==> src/rtl/svreq_pkg.sv <==
package svreq_pkg;
    localparam int unsigned FIELD_W = 2;

    typedef enum logic [FIELD_W-1:0] {
        SR_DONE  = 2'b00,
        SR_INIT  = 2'b01,
        SR_REQ_A = 2'b10,
        SR_REQ_B = 2'b11
    } sr_code_e;
endpackage

==> src/rtl/svreq_guard.sv <==
module svreq_guard #(
    parameter int unsigned NUM_CH  = 8,
    parameter int unsigned FIELD_W = 2,
    localparam int unsigned WORD_W = NUM_CH * FIELD_W
) (
    input  logic              wr_en,
    input  logic [WORD_W-1:0] wr_data,
    output logic [NUM_CH-1:0] accept
);
    // A field is accepted only when the host strobe is high and the written
    // value is one that the host is allowed to produce (nonzero).
    for (genvar g = 0; g < NUM_CH; g++) begin : g_chan
        assign accept[g] = wr_en && (wr_data[g*FIELD_W +: FIELD_W] != '0);
    end
endmodule

==> src/rtl/svreq_field.sv <==
module svreq_field
    import svreq_pkg::*;
(
    input  logic               clk,
    input  logic               rst_n,
    input  logic               post,
    input  logic [FIELD_W-1:0] post_code,
    input  logic               clr,
    output logic [FIELD_W-1:0] code_q,
    output logic               pending
);
    sr_code_e state_q, state_d;

    // State register
    always_ff @(posedge clk or negedge rst_n) begin
        if (!rst_n) state_q <= SR_DONE;
        else        state_q <= state_d;
    end

    // Next state: host-post beats engine-clear, otherwise hold
    always_comb begin
        state_d = state_q;
        unique case (state_q)
            SR_DONE: begin
                if (post) state_d = sr_code_e'(post_code);
            end
            SR_INIT, SR_REQ_A, SR_REQ_B: begin
                if (post)     state_d = sr_code_e'(post_code);
                else if (clr) state_d = SR_DONE;
            end
            default: state_d = SR_DONE;
        endcase
    end

    // Outputs
    always_comb begin
        code_q = state_q;
        unique case (state_q)
            SR_DONE:                     pending = 1'b0;
            SR_INIT, SR_REQ_A, SR_REQ_B: pending = 1'b1;
            default:                     pending = 1'b0;
        endcase
    end

    a_r2_post_stored: assert property (@(posedge clk) disable iff (!rst_n)
        post |=> code_q == $past(post_code));

    a_r5_clear_done: assert property (@(posedge clk) disable iff (!rst_n)
        (clr && !post) |=> code_q == '0);

    a_r3_hold_no_post: assert property (@(posedge clk) disable iff (!rst_n)
        (!post && !clr) |=> $stable(code_q));

    a_r8_pending_state: assert property (@(posedge clk) disable iff (!rst_n)
        $past(post) |-> pending);
endmodule

==> src/rtl/svreq_shared_reg.sv <==
module svreq_shared_reg
    import svreq_pkg::*;
#(
    parameter int unsigned NUM_CH = 8,
    localparam int unsigned WORD_W = NUM_CH * FIELD_W
) (
    input  logic              clk,
    input  logic              rst_n,
    input  logic              host_wr_en,
    input  logic [WORD_W-1:0] host_wr_data,
    input  logic [NUM_CH-1:0] eng_done,
    output logic [WORD_W-1:0] rd_data,
    output logic [NUM_CH-1:0] svc_pending
);
    logic [NUM_CH-1:0] accept;

    svreq_guard #(.NUM_CH(NUM_CH), .FIELD_W(FIELD_W)) u_guard (
        .wr_en   (host_wr_en),
        .wr_data (host_wr_data),
        .accept  (accept)
    );

    for (genvar g = 0; g < NUM_CH; g++) begin : g_field
        svreq_field u_field (
            .clk       (clk),
            .rst_n     (rst_n),
            .post      (accept[g]),
            .post_code (host_wr_data[g*FIELD_W +: FIELD_W]),
            .clr       (eng_done[g]),
            .code_q    (rd_data[g*FIELD_W +: FIELD_W]),
            .pending   (svc_pending[g])
        );

        // a nonzero host write colliding with completion keeps the host code
        a_r6_host_wins: assert property (@(posedge clk) disable iff (!rst_n)
            (host_wr_en && eng_done[g] && host_wr_data[g*FIELD_W +: FIELD_W] != '0)
            |=> rd_data[g*FIELD_W +: FIELD_W] == $past(host_wr_data[g*FIELD_W +: FIELD_W]));

        // a zero host write colliding with completion leaves the field cleared
        a_r7_zero_yields: assert property (@(posedge clk) disable iff (!rst_n)
            (host_wr_en && eng_done[g] && host_wr_data[g*FIELD_W +: FIELD_W] == '0)
            |=> rd_data[g*FIELD_W +: FIELD_W] == '0);
    end
endmodule

==> config.mk <==
export PLATFORM = sky130hd
export DESIGN_NAME = svreq_shared_reg
export DESIGN_NICKNAME = d
export VERILOG_FILES = /design/src/rtl/svreq_pkg.sv /design/src/rtl/svreq_guard.sv /design/src/rtl/svreq_field.sv /design/src/rtl/svreq_shared_reg.sv
export SDC_FILE = /design/constraint.sdc
export NUM_CORES = 1
export LEC_CHECK = 0
export ABC_AREA = 1
export ABC_CLOCK_PERIOD_IN_PS = 1050
export CORE_MARGIN = 3
export CORE_UTILIZATION = 36
export DETAILED_ROUTE_END_ITERATION = 10
export PLACE_DENSITY = 0.8
export SLEW_MARGIN = 10
export SYNTH_ARGS = -nofsm -noshare
export SYNTH_HDL_FRONTEND = slang
export SYNTH_SLANG_ARGS = --single-unit
==> constraint.sdc <==
create_clock -name clk -period 1.05 [get_ports clk]
set_input_delay 0.21 -clock clk [delete_from_list [all_inputs] [get_ports clk]]
set_output_delay 0.21 -clock clk [all_outputs]
set_load 0.01 [all_outputs]
==> flow_summary.toml, run 1 <==
[clock_network]
cts_max_level = 1
hold_buffers = 0
clock_path_buffers = 2
cts_root_buf = "clkbuf_4"
cts_tree = "done"
insertion_delay_ns = 0.28
cts_buffers = 3
clkTransAtPathRegs_ns = 0.09
cts_sinks = 16

[worst_setup_path]
regToRegSetupSlack_ns = -0.08
reg2reg_depth = 6
r2r-end = "g_field[3].u_field.code_q[0]"
cp.arrival_ns = 1.06
path_cells = "or2_4, buf_6"
path_max_fanout = 2
cp-end-kind = "output port"
criticalPathCategory = "register to output port"
critPathMaxStageDelay_ns = 0.41
slowest_stage = "dfrtp_1"
worst_setup_path_start_kind = "register"
required_ns = 0.84
reg2reg_from = "g_field[3].u_field.code_q[1]"

[min_path]
hp-class = "primary input to async pin"

[drt]
route.detailed.drc = 0
avgRoutedWirePerCell_um = 13.58
detail-route-antenna-nets = 0
drtIter0Drc = 17
routed_wl_um = 2730
vias = 986
drt-vias-per-instance = 4.905
dr.pass1.iters = 4

[final_layout]
antenna_cells = 0
largest_register_ffs = 16
nets = 202
stdcell_count = 201
finalCoreUtilization_pct = 78.46
drive_gt1_share_pct = 36.21
syn_to_final_growth_pct = 97.10
fill_cells = 145

[timing]
hold_viol = 0
worst_pin_slew_ns = 0.3750
slew_headroom_pct = 74.74
setup_slack_ns = -0.2204
finClkSkew_ns = 0.002830
grt_setup_unrepaired = "true"
setup-violations-final = 28
hold_slack_ns = 0.2418
fmax_mhz = 787.1
maxSlewViolCount = 0
finalCritPeriodShare_pct = 121.0
period_minus_slack_ns = 1.270

[power]
ir_worst_vdd_mv = 0.8996
power.total_mw = 2.045
p_leak_nw = 0.8409
power-per-cell-area_nw_per_um2 = 1264

[global_route]
grt_pass1_vias = 967
grt_pass1_wl_um = 4071
grt_antenna_before_repair = 0
grt.total_usage_pct = 19.90
grt_remaining_overflow = 0
grt_start_max_net_pins = 17

[die]
die_area_um2 = 2889
io_pins = 51
die_w_um = 53.75
row_count = 16
die_y_um = 53.75
initial_core_util_pct = 39.81
coreArea_um2 = 2062

[placed_design]
dpl.cell_count = 191
portBuffers = 50
pre_cts_ws_ns = -0.3039
place_congestion = 0.7489
hpwl_um = 1941

[synth]
ys_seq_area_share_pct = 48.78
synth_top_area_share_pct = 48.78
synthCells = 104
synth_seq_cells = 16
synth.avg_cell_area_um2 = 7.892
synth_top_area_cell = "dfrtp_1"
synthesis.nets = 131
syn_area_um2 = 820.8
synth_warnings = 0
ys_types = 7
synth_area_leaders = "dfrtp_1 (49%), nand2_1 (15%), nand3_1 (9.8%)"

[flow_run]
max-cap-violations = 0

[outcome]
violations = "negative setup slack"
outcome = "finished, violations left"
==> power breakdown <==
part / switching [mW] / internal (mW)
Clock: 0.193 / 0.211
Combinational: 0.341 / 0.566
Sequential: 0.0487 / 0.685
==> routing by layer <==
layer,vias up,part of all wire [%],GRT usage [%]
met5,-,0,0
met4,0,0.44,6.383
met3,2,8.5,3.601
met2,42,55,36.49
met1,467,36,22.97
li1,475,-,-
==> stage by stage <==
step	TNS [ns]	cell area [um^2]
after CTS	-3.358	1577
after detailed placement	-7.695	1430
after global placement	-6.779	1430
after floorplan	0	820.8
after global routing	-4.853	1618
final	-3.573	1618
==> cells by family (layout without fill, tap and decap cells) <==
logic type	Yosys count	in the layout	synth area share [%]
compound gates	16	16	9.756
buf+inv	16	86	10.98
flops	16	16	48.78
simple gates	56	56	30.49
==> placed cells by master (no fill, tap or decap) <==
master,instances
buf_6,36
o21ai_2,3
nand2_1,32
inv_1,8
o21ai_0,3
clkdlybuf4s50_1,26
or2_4,8
clkbuf_8,1
buf_4,12
clkbuf_4,3
nand3_1,16
o21ai_1,10
dfrtp_1,16
==> timing repair <==
action                     in CTS  in global routing
pin swaps                       1                  7
setup endpoints to repair      24                 40
setup buffers                   5                  3
hold endpoints to repair        0                  0
gates resized for setup       139                 18
==> cells in the mapped netlist (all sizes together) <==
library cell,count
buf,8
o21ai,16
nand2,32
or2,8
nand3,16
dfrtp,16
inv,8
==> worst max-delay path, delay by kind of cell (launching register included) <==
| kind | cells | cell delay [ns] |
|---|---|---|
| buf+inv | 1 | 0.12 |
| flops | 1 | 0.41 |
| simple gates | 1 | 0.24 |
==> how the worst max path moves through the flow <==
stage	end	slack, ns	depth (start not counted)	start
2_1_floorplan	svc_pending[0]	0.0003	2	g_field[0].u_field.code_q[1]
3_3_place_gp	svc_pending[5]	-0.27	2	g_field[5].u_field.code_q[1]
3_5_place_dp	svc_pending[5]	-0.30	2	g_field[5].u_field.code_q[1]
4_1_cts	svc_pending[4]	-0.21	2	g_field[4].u_field.code_q[0]
5_1_grt	svc_pending[0]	-0.26	2	g_field[0].u_field.code_q[1]
6_report	svc_pending[2]	-0.22	2	g_field[2].u_field.code_q[0]
==> area by class of cell <==
cell class	count	area (um^2)	area share, %
timing repair buffer	74	755.7	46.71
sequential	16	400.4	24.75
multi-input combinational	72	361.6	22.35
clock buffer	4	36.28	2.243
tap	27	33.78	2.088
inverter	8	30.03	1.856
(Power assumes the default switching activity.)
==> inputs of run 2 (changes only) <==
--- a/config.mk
+++ b/config.mk
@@ -9,6 +9,7 @@
 export ABC_CLOCK_PERIOD_IN_PS = 1050
 export CORE_MARGIN = 3
 export CORE_UTILIZATION = 36
+export CTS_CLUSTER_SIZE = 16
 export DETAILED_ROUTE_END_ITERATION = 10
 export PLACE_DENSITY = 0.8
 export SLEW_MARGIN = 10
==> results of run 2 <==
Same layout as run 1: the final DEF is identical, and so are final timing and power.
==> inputs of run 3 (changes only) <==
--- a/config.mk
+++ b/config.mk
@@ -9,6 +9,7 @@
 export ABC_CLOCK_PERIOD_IN_PS = 1050
 export CORE_MARGIN = 3
 export CORE_UTILIZATION = 36
+export CTS_CLUSTER_DIAMETER = 120
 export CTS_CLUSTER_SIZE = 16
 export DETAILED_ROUTE_END_ITERATION = 10
 export PLACE_DENSITY = 0.8
==> results of run 3 <==
Same layout as run 1: the final DEF is identical, and so are final timing and power.
